### config.mk
export PLATFORM = sky130hd
export DESIGN_NAME = asc_slot_seq
export DESIGN_NICKNAME = d
export VERILOG_FILES = /design/src/rtl/asc_pkg.sv /design/src/rtl/asc_slot_seq.sv
export SDC_FILE = /design/constraint.sdc
export NUM_CORES = 1
export LEC_CHECK = 0
export BUFFER_PORTS_ARGS = -buffer_cell sky130_fd_sc_hd__buf_4
export CAP_MARGIN = 40
export CELL_PAD_IN_SITES_DETAIL_PLACEMENT = 2
export CELL_PAD_IN_SITES_GLOBAL_PLACEMENT = 2
export CORE_MARGIN = 3
export CORE_UTILIZATION = 27
export CTS_BUF_LIST = sky130_fd_sc_hd__clkbuf_4 sky130_fd_sc_hd__clkbuf_8
export CTS_CLUSTER_SIZE = 10
export DETAILED_ROUTE_END_ITERATION = 10
export HOLD_SLACK_MARGIN = 0.02
export PLACE_DENSITY_LB_ADDON = 0.1
export SYNTH_ARGS = -nofsm -noshare
export SYNTH_HDL_FRONTEND = slang
export SYNTH_SLANG_ARGS = --single-unit
### constraint.sdc
create_clock -name clk -period 1.4 [get_ports clk]
set_input_delay 0 -clock clk [delete_from_list [all_inputs] [get_ports clk]]
set_output_delay 0 -clock clk [all_outputs]
set_load 0.03 [all_outputs]
### src/rtl/asc_pkg.sv
// Shared slot positions and subframe kind codes for the subframe checker.
// Assumes the fixed 32-slot subframe layout; only the block length is tunable.
package asc_pkg;
    localparam int SF_SLOTS = 32;
    localparam int SLOT_W   = $clog2(SF_SLOTS);
    localparam int AUX_LO   = 4;
    localparam int AUX_W    = 4;
    localparam int AUD_LO   = 8;
    localparam int AUD_W    = 20;
    localparam int V_SLOT   = 28;
    localparam int U_SLOT   = 29;
    localparam int C_SLOT   = 30;
    localparam int P_SLOT   = 31;
    localparam int SMP_W    = AUD_W + AUX_W;

    typedef enum logic [1:0] {
        KIND_A   = 2'd0,
        KIND_B   = 2'd1,
        KIND_S   = 2'd2,
        KIND_RSV = 2'd3
    } sf_kind_e;
endpackage

### src/rtl/asc_slot_seq.sv
// Slot sequencer: tracks which slot of the subframe is being offered.
// Assumes slot_kind is meaningful only together with slot_sof; a reserved
// kind leaves the sequencer idle until the next start of subframe.
module asc_slot_seq
    import asc_pkg::*;
(
    input  logic                clk,
    input  logic                rst_n,
    input  logic                slot_en,
    input  logic                slot_sof,
    input  sf_kind_e            slot_kind,
    output logic                take,
    output logic [SLOT_W-1:0]   cur_slot,
    output logic                last,
    output sf_kind_e            kind_q
);
    localparam logic [SLOT_W-1:0] LAST_SLOT = SLOT_W'(SF_SLOTS - 1);

    logic              active_q;
    logic [SLOT_W-1:0] slot_q;

    // Decode which slot this cycle carries and whether it is accepted.
    always_comb begin
        cur_slot = slot_sof ? '0 : slot_q;
        take     = slot_en && (slot_sof ? (slot_kind != KIND_RSV) : active_q);
        last     = take && (cur_slot == LAST_SLOT);
    end

    // Advance the slot position and latch the kind at each start.
    always_ff @(posedge clk) begin
        if (!rst_n) begin
            active_q <= 1'b0;
            slot_q   <= '0;
            kind_q   <= KIND_A;
        end else if (slot_en) begin
            if (slot_sof) begin
                active_q <= (slot_kind != KIND_RSV);
                slot_q   <= SLOT_W'(1);
                if (slot_kind != KIND_RSV) kind_q <= slot_kind;
            end else if (active_q) begin
                slot_q <= slot_q + SLOT_W'(1);
                if (slot_q == LAST_SLOT) active_q <= 1'b0;
            end
        end
    end

    // Kind stays fixed while a subframe is being received.
    p_kind_stable_r5: assert property (@(posedge clk) disable iff (!rst_n)
        (take && !slot_sof) |=> $stable(kind_q));

    // A mid-subframe slot moves the position by exactly one.
    p_slot_step_r10: assert property (@(posedge clk) disable iff (!rst_n)
        (take && !slot_sof && !last) |=> (slot_q == $past(slot_q) + SLOT_W'(1)));
endmodule

==> flow_results.xml, run 1 <==
<?xml version="1.0" encoding="UTF-8"?>
<metrics>
  <group name="status">
    <metric name="outcome" unit="">finished, final reports clean</metric>
  </group>
  <group name="floorplan">
    <metric name="start_util" unit="">0.3041</metric>
    <metric name="fp.dieArea" unit="um^2">2067</metric>
    <metric name="placementRows" unit="">13</metric>
    <metric name="chipHeight" unit="um">45.46</metric>
    <metric name="floorplan.die.width" unit="um">45.46</metric>
    <metric name="io_pins" unit="">15</metric>
    <metric name="core_area" unit="um^2">1383</metric>
  </group>
  <group name="placed_design">
    <metric name="io_buffers" unit="">14</metric>
    <metric name="dp_slack" unit="ns">0.1065</metric>
    <metric name="hpwlAfterDp" unit="um">973.7</metric>
    <metric name="finalWeightedCongestion" unit="">0.7434</metric>
  </group>
  <group name="clock_network">
    <metric name="cts_tree" unit="">yes</metric>
    <metric name="cts.root.buffer_cell" unit="">sky130_fd_sc_hd__clkbuf_4</metric>
    <metric name="clock_sinks" unit="">8</metric>
    <metric name="cts.repair_timing.setup_buffer_count" unit="">0</metric>
    <metric name="cts.clk_slew.worst_paths" unit="ns">0.06</metric>
    <metric name="cts.htree.levels" unit="">1</metric>
    <metric name="worst_skew_pair.late_latency" unit="ns">0.26</metric>
    <metric name="maximum_root_to_sink_buffer_count" unit="">2</metric>
    <metric name="cts_inserted_buffers" unit="">3</metric>
  </group>
  <group name="sta">
    <metric name="finalCriticalPeriod" unit="ns">1.272</metric>
    <metric name="setup_viol_count_final" unit="">0</metric>
    <metric name="finalHoldViolations" unit="">0</metric>
    <metric name="max_slew.worst_pin.slew" unit="ns">0.3702</metric>
    <metric name="slew_viol_final" unit="">0</metric>
    <metric name="worst_slack" unit="ns">0.1276</metric>
    <metric name="clock-skew-final" unit="ns">0.002030</metric>
    <metric name="rsz_0062_raised_after_global_routing" unit="">false</metric>
    <metric name="slew-limit-headroom" unit="">0.7515</metric>
    <metric name="fin_setup_tns" unit="ns">0</metric>
    <metric name="fin_crit_sh" unit="">0.9089</metric>
    <metric name="timing.fmax" unit="MHz">785.9</metric>
  </group>
  <group name="global_route">
    <metric name="grt_max_degree" unit="">13</metric>
    <metric name="global_route.overflow_total" unit="">0</metric>
    <metric name="first_global_vias" unit="">488</metric>
    <metric name="grt_antenna_before_repair" unit="">0</metric>
    <metric name="grt_first_pass_wirelength" unit="um">2332</metric>
    <metric name="grt_usage" unit="">0.1614</metric>
  </group>
  <group name="power_and_ir_drop">
    <metric name="powerDensity" unit="nW/um^2">835.3</metric>
    <metric name="leakage" unit="nW">0.2721</metric>
    <metric name="power.ir.vdd_worst" unit="mV">0.4151</metric>
  </group>
  <group name="synth">
    <metric name="synthDominantCellAreaShare" unit="">0.3810</metric>
    <metric name="post_synth_xor_area_fraction" unit="">0</metric>
    <metric name="post_synth.cell_area_avg" unit="um^2">8.758</metric>
    <metric name="synth.area.mux_share" unit="">0</metric>
    <metric name="netlist.top_cell.by_area" unit="">sky130_fd_sc_hd__dfxtp_1</metric>
    <metric name="ys_seq_elements" unit="">8</metric>
    <metric name="synth_top_family_by_area" unit="">simple AND/OR/NAND/NOR gates</metric>
    <metric name="syn-cell-area" unit="um^2">420.4</metric>
    <metric name="syn_inst" unit="">48</metric>
    <metric name="synth_compound_area_frac" unit="">0.2054</metric>
    <metric name="synth_fa_ha_area_frac" unit="">0.05952</metric>
    <metric name="synth.lib_cells_used.distinct" unit="">23</metric>
    <metric name="synth.yosys.warnings" unit="">0</metric>
    <metric name="synth_seq_area_share" unit="">0.3810</metric>
    <metric name="nets_in_the_synthesized_netlist" unit="">56</metric>
    <metric name="synth_area_leaders" unit="">sky130_fd_sc_hd__dfxtp_1, sky130_fd_sc_hd__nor2b_1, sky130_fd_sc_hd__ha_1</metric>
    <metric name="post_synth_and_or_nand_nor_area_fraction" unit="">0.3333</metric>
  </group>
  <group name="run">
    <metric name="number_of_max_capacitance_violations_reported" unit="">0</metric>
  </group>
  <group name="setup_path">
    <metric name="r2r_setup_slack" unit="ns">0.14</metric>
    <metric name="worst_setup_path_end" unit="">last</metric>
    <metric name="criticalPathCategory" unit="">register to output pin</metric>
    <metric name="r2r_cells" unit="">5</metric>
    <metric name="cp-startpoint" unit="">active_q</metric>
    <metric name="worst-endpoint-required" unit="ns">1.40</metric>
    <metric name="critical_path.endpoint_type" unit="">output pin</metric>
    <metric name="regToRegEndpoint" unit="">slot_q[4]</metric>
    <metric name="cp_max_fo" unit="">5</metric>
    <metric name="regToRegStartpoint" unit="">slot_q[0]</metric>
    <metric name="worst-endpoint-arrival" unit="ns">1.27</metric>
    <metric name="cp-start-kind" unit="">register</metric>
  </group>
  <group name="cells_and_area">
    <metric name="antenna-diode-count" unit="">0</metric>
    <metric name="final_net_count" unit="">78</metric>
    <metric name="post_route_cells_drive_above_1_share" unit="">0.3529</metric>
    <metric name="area_growth_syn_to_layout" unit="%">43.15</metric>
  </group>
  <group name="routing">
    <metric name="via_count" unit="">455</metric>
    <metric name="drt-vias-per-instance" unit="">5.482</metric>
    <metric name="routed_wl" unit="um">1297</metric>
    <metric name="ant_nets" unit="">0</metric>
    <metric name="post-route-drc-count" unit="">0</metric>
    <metric name="detailedRoute.firstPassIterationCount" unit="">4</metric>
    <metric name="average_routed_wire_per_standard_cell" unit="um">15.63</metric>
    <metric name="drt_iter0_markers" unit="">4</metric>
  </group>
  <group name="worst_hold_path">
    <metric name="hp_class" unit="">input port to register</metric>
  </group>
</metrics>
==> critical path: stages, from the launching register on <==
cell and delay [ns]:
sky130_fd_sc_hd__dfxtp_1 0.40, sky130_fd_sc_hd__and3b_1 0.28, sky130_fd_sc_hd__and3_1 0.18, sky130_fd_sc_hd__buf_4 0.15
==> sequential cells by signal (all words and copies together) (netlist names) <==
register	flops
slot_q	5
kind_q	2
active_q	1
==> final cells by class <==
type | count | area [um^2]
inverter | 1 | 3.754
timing repair buffer | 18 | 137.6
multi-input combinational | 38 | 259.0
fill | 161 | 780.7
clock buffer | 3 | 22.52
sequential | 8 | 160.2
tap | 15 | 18.77
==> placed cells by master (no fill, tap or decap) <==
master	netlist	routed
sky130_fd_sc_hd__inv_1	1	1
sky130_fd_sc_hd__a22oi_2	0	1
sky130_fd_sc_hd__or3_1	1	1
sky130_fd_sc_hd__nor2_1	5	5
sky130_fd_sc_hd__dfxtp_1	8	8
sky130_fd_sc_hd__and3b_1	1	1
sky130_fd_sc_hd__ha_2	0	1
sky130_fd_sc_hd__a311o_1	1	1
sky130_fd_sc_hd__nor3b_1	1	1
sky130_fd_sc_hd__and4_1	1	1
sky130_fd_sc_hd__ha_1	2	1
sky130_fd_sc_hd__buf_4	0	17
sky130_fd_sc_hd__clkbuf_4	0	3
sky130_fd_sc_hd__and3_1	2	2
sky130_fd_sc_hd__nand2_1	4	4
sky130_fd_sc_hd__nor2b_1	6	6
sky130_fd_sc_hd__a22oi_1	2	1
sky130_fd_sc_hd__nand2b_1	2	2
sky130_fd_sc_hd__a32oi_1	1	1
sky130_fd_sc_hd__nand4_1	1	1
sky130_fd_sc_hd__o21ai_1	1	2
sky130_fd_sc_hd__a31oi_1	2	2
sky130_fd_sc_hd__o221a_2	2	2
sky130_fd_sc_hd__nor4_1	1	1
sky130_fd_sc_hd__a211oi_1	1	1
sky130_fd_sc_hd__dlygate4sd3_1	0	1
==> repair_timing <==
item	in CTS	in global routing
hold buffers	1	0
resized for setup	0	3
setup endpoints to repair	0	2
endpoints found under the hold margin	1	0
==> worst min-delay path by stage <==
stage	startpoint	to	cells after the start
floorplan	rst_n	kind_q[0]	1
global placement	rst_n	slot_q[3]	2
detailed placement	rst_n	slot_q[3]	2
CTS	slot_kind[0]	kind_q[0]	2
global route	slot_kind[1]	kind_q[1]	2
finish	slot_kind[0]	kind_q[0]	2
==> synthesized netlist by cell type <==
master                     number
sky130_fd_sc_hd__nor4_1         1
sky130_fd_sc_hd__a32oi_1        1
sky130_fd_sc_hd__a311o_1        1
sky130_fd_sc_hd__and4_1         1
sky130_fd_sc_hd__o221a_2        2
sky130_fd_sc_hd__nand2_1        4
sky130_fd_sc_hd__o21ai_0        1
sky130_fd_sc_hd__dfxtp_1        8
sky130_fd_sc_hd__nor3b_1        1
sky130_fd_sc_hd__clkbuf_2       1
sky130_fd_sc_hd__inv_1          1
sky130_fd_sc_hd__nand2b_1       2
sky130_fd_sc_hd__ha_1           2
sky130_fd_sc_hd__and3b_1        1
sky130_fd_sc_hd__nand4_1        1
sky130_fd_sc_hd__nor2_1         5
sky130_fd_sc_hd__o21ai_1        1
sky130_fd_sc_hd__or3_1          1
sky130_fd_sc_hd__a22oi_1        2
sky130_fd_sc_hd__and3_1         2
sky130_fd_sc_hd__a31oi_1        2
sky130_fd_sc_hd__nor2b_1        6
sky130_fd_sc_hd__a211oi_1       1
==> kinds of logic (layout without fill, tap and decap cells) <==
logic type / Yosys count / in the layout
AO/OA/AOI/OAI: 11 / 11
adder cells (fa/ha/maj): 2 / 2
buffers and inverters: 2 / 22
flip-flops: 8 / 8
AND/OR/NAND/NOR: 25 / 25
==> stage by stage <==
step	total power, mW	utilization	instance area, um^2	instances	hold WS [ns]
6_report	0.5027	0.4353	601.8	83	0.04672
5_1_grt	0.5316	0.4353	601.8	83	0.05697
4_1_cts	0.5124	0.4299	594.3	83	0.04114
3_5_place_dp	0.3227	0.4063	561.8	79	0.2828
3_3_place_gp	0.3224	0.4063	561.8	79	0.2902
2_1_floorplan	0.2838	-	420.4	48	0.1469
==> where the power goes <==
group | switching, mW | total [mW] | internal (mW)
combinational | 0.0465 | 0.0809 | 0.0344
clock | 0.0836 | 0.182 | 0.0985
sequential | 0.00500 | 0.240 | 0.235
total | 0.135 | 0.503 | 0.368
==> per-layer routing <==
layer	up-vias	track usage	routed length, um
li1	223	-	-
met1	218	0.2162	627
met2	10	0.2284	581
met3	4	0.04743	68
met4	0	0.08772	20
met5	-	0	0
(Power assumes the default switching activity.)
==> inputs of run 2 (changes only) <==
--- a/config.mk
+++ b/config.mk
@@ -5,12 +5,13 @@
 export SDC_FILE = /design/constraint.sdc
 export NUM_CORES = 1
 export LEC_CHECK = 0
+export ABC_AREA = 1
 export BUFFER_PORTS_ARGS = -buffer_cell sky130_fd_sc_hd__buf_4
-export CAP_MARGIN = 40
+export CAP_MARGIN = 20
 export CELL_PAD_IN_SITES_DETAIL_PLACEMENT = 2
 export CELL_PAD_IN_SITES_GLOBAL_PLACEMENT = 2
 export CORE_MARGIN = 3
-export CORE_UTILIZATION = 27
+export CORE_UTILIZATION = 25
 export CTS_BUF_LIST = sky130_fd_sc_hd__clkbuf_4 sky130_fd_sc_hd__clkbuf_8
 export CTS_CLUSTER_SIZE = 10
 export DETAILED_ROUTE_END_ITERATION = 10
==> run 2 against run 1 <==
Maximum frequency increased by 0.88%. Synthesized cell count increased by 42%. Die area increased by 9.4%. Clock-buffer cell count unchanged. Sequential power about the same. First-iteration DRC count decreased by 25%. Cell count increased by 23%. Worst hold slack improved by 0.011 ns. Largest cell class unchanged. Highest routed layer unchanged.
==> flow_results.xml, run 2 <==
<?xml version="1.0" encoding="UTF-8"?>
<metrics>
  <group name="status">
    <metric name="outcome" unit="">finished, final reports clean</metric>
  </group>
  <group name="synth">
    <metric name="synthMostInstantiatedCell" unit="">sky130_fd_sc_hd__nand2_1</metric>
    <metric name="share_of_flip_flops_with_an_asynchronous_set_or_reset" unit="">0</metric>
    <metric name="nets_in_the_synthesized_netlist" unit="">76</metric>
    <metric name="synth_area_leaders" unit="">sky130_fd_sc_hd__dfxtp_1, sky130_fd_sc_hd__nand2_1, sky130_fd_sc_hd__inv_1</metric>
    <metric name="synthDominantCellAreaShare" unit="">0.3710</metric>
    <metric name="synth.lib_cells_used.distinct" unit="">12</metric>
    <metric name="synth_enable_flop_cells" unit="">0</metric>
    <metric name="synth_seq_area_share" unit="">0.3710</metric>
    <metric name="netlist.top_cell.by_area" unit="">sky130_fd_sc_hd__dfxtp_1</metric>
    <metric name="post_synth.cell_area_avg" unit="um^2">6.348</metric>
    <metric name="syn_inst" unit="">68</metric>
    <metric name="post_synth_most_frequent_cells" unit="">sky130_fd_sc_hd__nand2_1, sky130_fd_sc_hd__inv_1, sky130_fd_sc_hd__nor2_1, sky130_fd_sc_hd__dfxtp_1, sky130_fd_sc_hd__a21oi_1</metric>
    <metric name="syn-cell-area" unit="um^2">431.7</metric>
    <metric name="ys_seq_elements" unit="">8</metric>
    <metric name="synth.yosys.warnings" unit="">0</metric>
    <metric name="ys_dominant_reg_cell" unit="">sky130_fd_sc_hd__dfxtp_1</metric>
  </group>
  <group name="sta">
    <metric name="hold_slack" unit="ns">0.05724</metric>
    <metric name="timing.fmax" unit="MHz">792.8</metric>
    <metric name="finalHoldViolations" unit="">0</metric>
    <metric name="max_slew.worst_pin.slew" unit="ns">0.1793</metric>
    <metric name="finalCriticalPeriod" unit="ns">1.261</metric>
    <metric name="slew-limit-headroom" unit="">0.8800</metric>
    <metric name="fin_crit_sh" unit="">0.9010</metric>
    <metric name="slew_viol_final" unit="">0</metric>
    <metric name="clock-skew-final" unit="ns">0.004076</metric>
    <metric name="rsz_0062_raised_after_global_routing" unit="">false</metric>
    <metric name="fin_setup_tns" unit="ns">0</metric>
    <metric name="setup_viol_count_final" unit="">0</metric>
  </group>
  <group name="floorplan">
    <metric name="core_area" unit="um^2">1559</metric>
    <metric name="floorplan.die.width" unit="um">47.56</metric>
    <metric name="chipHeight" unit="um">47.56</metric>
    <metric name="placementRows" unit="">14</metric>
    <metric name="fp.dieArea" unit="um^2">2261</metric>
    <metric name="start_util" unit="">0.2769</metric>
    <metric name="io_pins" unit="">15</metric>
  </group>
  <group name="cells_and_area">
    <metric name="antenna-diode-count" unit="">0</metric>
    <metric name="post_route_cells_drive_above_1_share" unit="">0.2326</metric>
    <metric name="top_register" unit="">slot_q</metric>
    <metric name="largest_registers" unit="">slot_q: 5 flops, kind_q: 2 flops, active_q: 1 flops</metric>
    <metric name="area_growth_syn_to_layout" unit="%">38.26</metric>
    <metric name="post-route-cell-area" unit="um^2">596.8</metric>
    <metric name="final_cell_mix" unit="">sky130_fd_sc_hd__nand2_1, sky130_fd_sc_hd__buf_4, sky130_fd_sc_hd__inv_1</metric>
    <metric name="number_of_flip_flops_under_the_largest_register_name" unit="">5</metric>
    <metric name="post-route-util" unit="">0.3828</metric>
    <metric name="final_net_count" unit="">96</metric>
    <metric name="post_layout_nonfiller_instances" unit="">102</metric>
    <metric name="fillers" unit="">192</metric>
  </group>
  <group name="clock_network">
    <metric name="clock_sinks" unit="">8</metric>
    <metric name="cts_inserted_buffers" unit="">3</metric>
    <metric name="cts.clk_slew.worst_paths" unit="ns">0.06</metric>
    <metric name="cts.htree.levels" unit="">1</metric>
    <metric name="cts.root.buffer_cell" unit="">sky130_fd_sc_hd__clkbuf_4</metric>
    <metric name="cts_tree" unit="">yes</metric>
    <metric name="maximum_root_to_sink_buffer_count" unit="">2</metric>
    <metric name="cts.repair_timing.setup_buffer_count" unit="">0</metric>
    <metric name="worst_skew_pair.late_latency" unit="ns">0.25</metric>
  </group>
  <group name="setup_path">
    <metric name="critical_path.endpoint_type" unit="">register</metric>
    <metric name="cp-start-kind" unit="">register</metric>
    <metric name="criticalPathCategory" unit="">register to register</metric>
    <metric name="worst-endpoint-arrival" unit="ns">1.40</metric>
    <metric name="cp_max_fo" unit="">4</metric>
    <metric name="worst-endpoint-required" unit="ns">1.54</metric>
  </group>
  <group name="routing">
    <metric name="average_routed_wire_per_standard_cell" unit="um">13.15</metric>
    <metric name="post-route-drc-count" unit="">0</metric>
    <metric name="drt_iter0_markers" unit="">3</metric>
    <metric name="via_count" unit="">492</metric>
    <metric name="detailedRoute.firstPassIterationCount" unit="">4</metric>
    <metric name="routed_wl" unit="um">1341</metric>
    <metric name="drt-vias-per-instance" unit="">4.824</metric>
    <metric name="ant_nets" unit="">0</metric>
  </group>
  <group name="global_route">
    <metric name="grt_usage" unit="">0.1434</metric>
    <metric name="global_route.overflow_total" unit="">0</metric>
    <metric name="first_global_vias" unit="">467</metric>
    <metric name="grt_antenna_before_repair" unit="">0</metric>
    <metric name="grt_max_degree" unit="">9</metric>
    <metric name="grt_first_pass_wirelength" unit="um">2187</metric>
  </group>
  <group name="power_and_ir_drop">
    <metric name="powerDensity" unit="nW/um^2">858.8</metric>
    <metric name="leakage" unit="nW">0.3109</metric>
    <metric name="power.ir.vdd_worst" unit="mV">0.3266</metric>
  </group>
  <group name="placed_design">
    <metric name="finalWeightedCongestion" unit="">0.7050</metric>
    <metric name="hpwlAfterDp" unit="um">1081</metric>
    <metric name="dpl.cell_count" unit="">98</metric>
    <metric name="io_buffers" unit="">14</metric>
    <metric name="placedInstanceArea" unit="um^2">556.8</metric>
  </group>
  <group name="worst_hold_path">
    <metric name="hp_class" unit="">input port to register</metric>
  </group>
  <group name="run">
    <metric name="number_of_max_capacitance_violations_reported" unit="">0</metric>
  </group>
</metrics>
==> run 2: final timing paths <==
check,from,to,slack (ns),cells after the start
worst min register to register,kind_q[1],kind_q[1],0.46,2
worst min-delay path,slot_kind[1],kind_q[1],0.06,3
worst max-delay path,slot_q[0],slot_q[4],0.14,6
worst max register to register,slot_q[0],slot_q[4],0.14,6
==> run 2: area by class of cell <==
cell class                      count  area (um^2)  share of cell area
Multi-Input combinational cell     47        230.2              0.3857
Sequential cell                     8        160.2              0.2683
Timing Repair Buffer               15        115.1              0.1929
Inverter                           13        48.80             0.08176
Clock buffer                        3        22.52             0.03774
Tap cell                           16        20.02             0.03354
==> run 2: per-layer routing <==
| metal | vias up | part of all wire | GRT usage |
|---|---|---|---|
| met1 | 232 | 0.47 | 0.1955 |
| met5 | - | 0 | 0 |
| met4 | 0 | 0.0089 | 0.06452 |
| met3 | 2 | 0.045 | 0.03383 |
| met2 | 9 | 0.48 | 0.2139 |
| li1 | 249 | - | - |
==> run 2: where the power goes <==
group          internal (mW)  switching [mW]  leakage [nW]
registers              0.236         0.00617        0.0651
clock network         0.0984          0.0820        0.0138
logic                 0.0344          0.0556         0.232
total                  0.369           0.144         0.311
==> run 2: cell families (layout without fill, tap and decap cells) <==
kind of cell	count (synthesis)	count (layout)	synth area share
and+or+nand+nor	36	36	0.3536
adders and majority gates	2	2	0.05796
DFF	8	8	0.3710
buffers and inverters	13	31	0.1131
AOI/OAI and AO/OA	9	9	0.1043
==> run 2: repair_timing <==
item                                    CTS  global route
endpoints found under the setup margin    0             1
endpoints found under the hold margin     2             0
hold buffers                              1             0
resized for setup                         0             2
==> run 2: worst max-delay path: stages, from the launching register on <==
cell                      delay, ns
sky130_fd_sc_hd__dfxtp_1       0.38
sky130_fd_sc_hd__ha_1          0.20
sky130_fd_sc_hd__nand2_1       0.10
sky130_fd_sc_hd__nor2_1        0.11
sky130_fd_sc_hd__ha_1          0.23
sky130_fd_sc_hd__nand3_1       0.08
sky130_fd_sc_hd__a21oi_1       0.06
==> run 2: through the flow <==
stage	worst slack (ns)	total power [mW]
2_1_floorplan	0.006466	0.2940
3_3_place_gp	0.2460	0.3313
3_5_place_dp	0.1815	0.3327
4_1_cts	0.07992	0.5221
5_1_grt	0.02883	0.5402
6_report	0.1386	0.5126
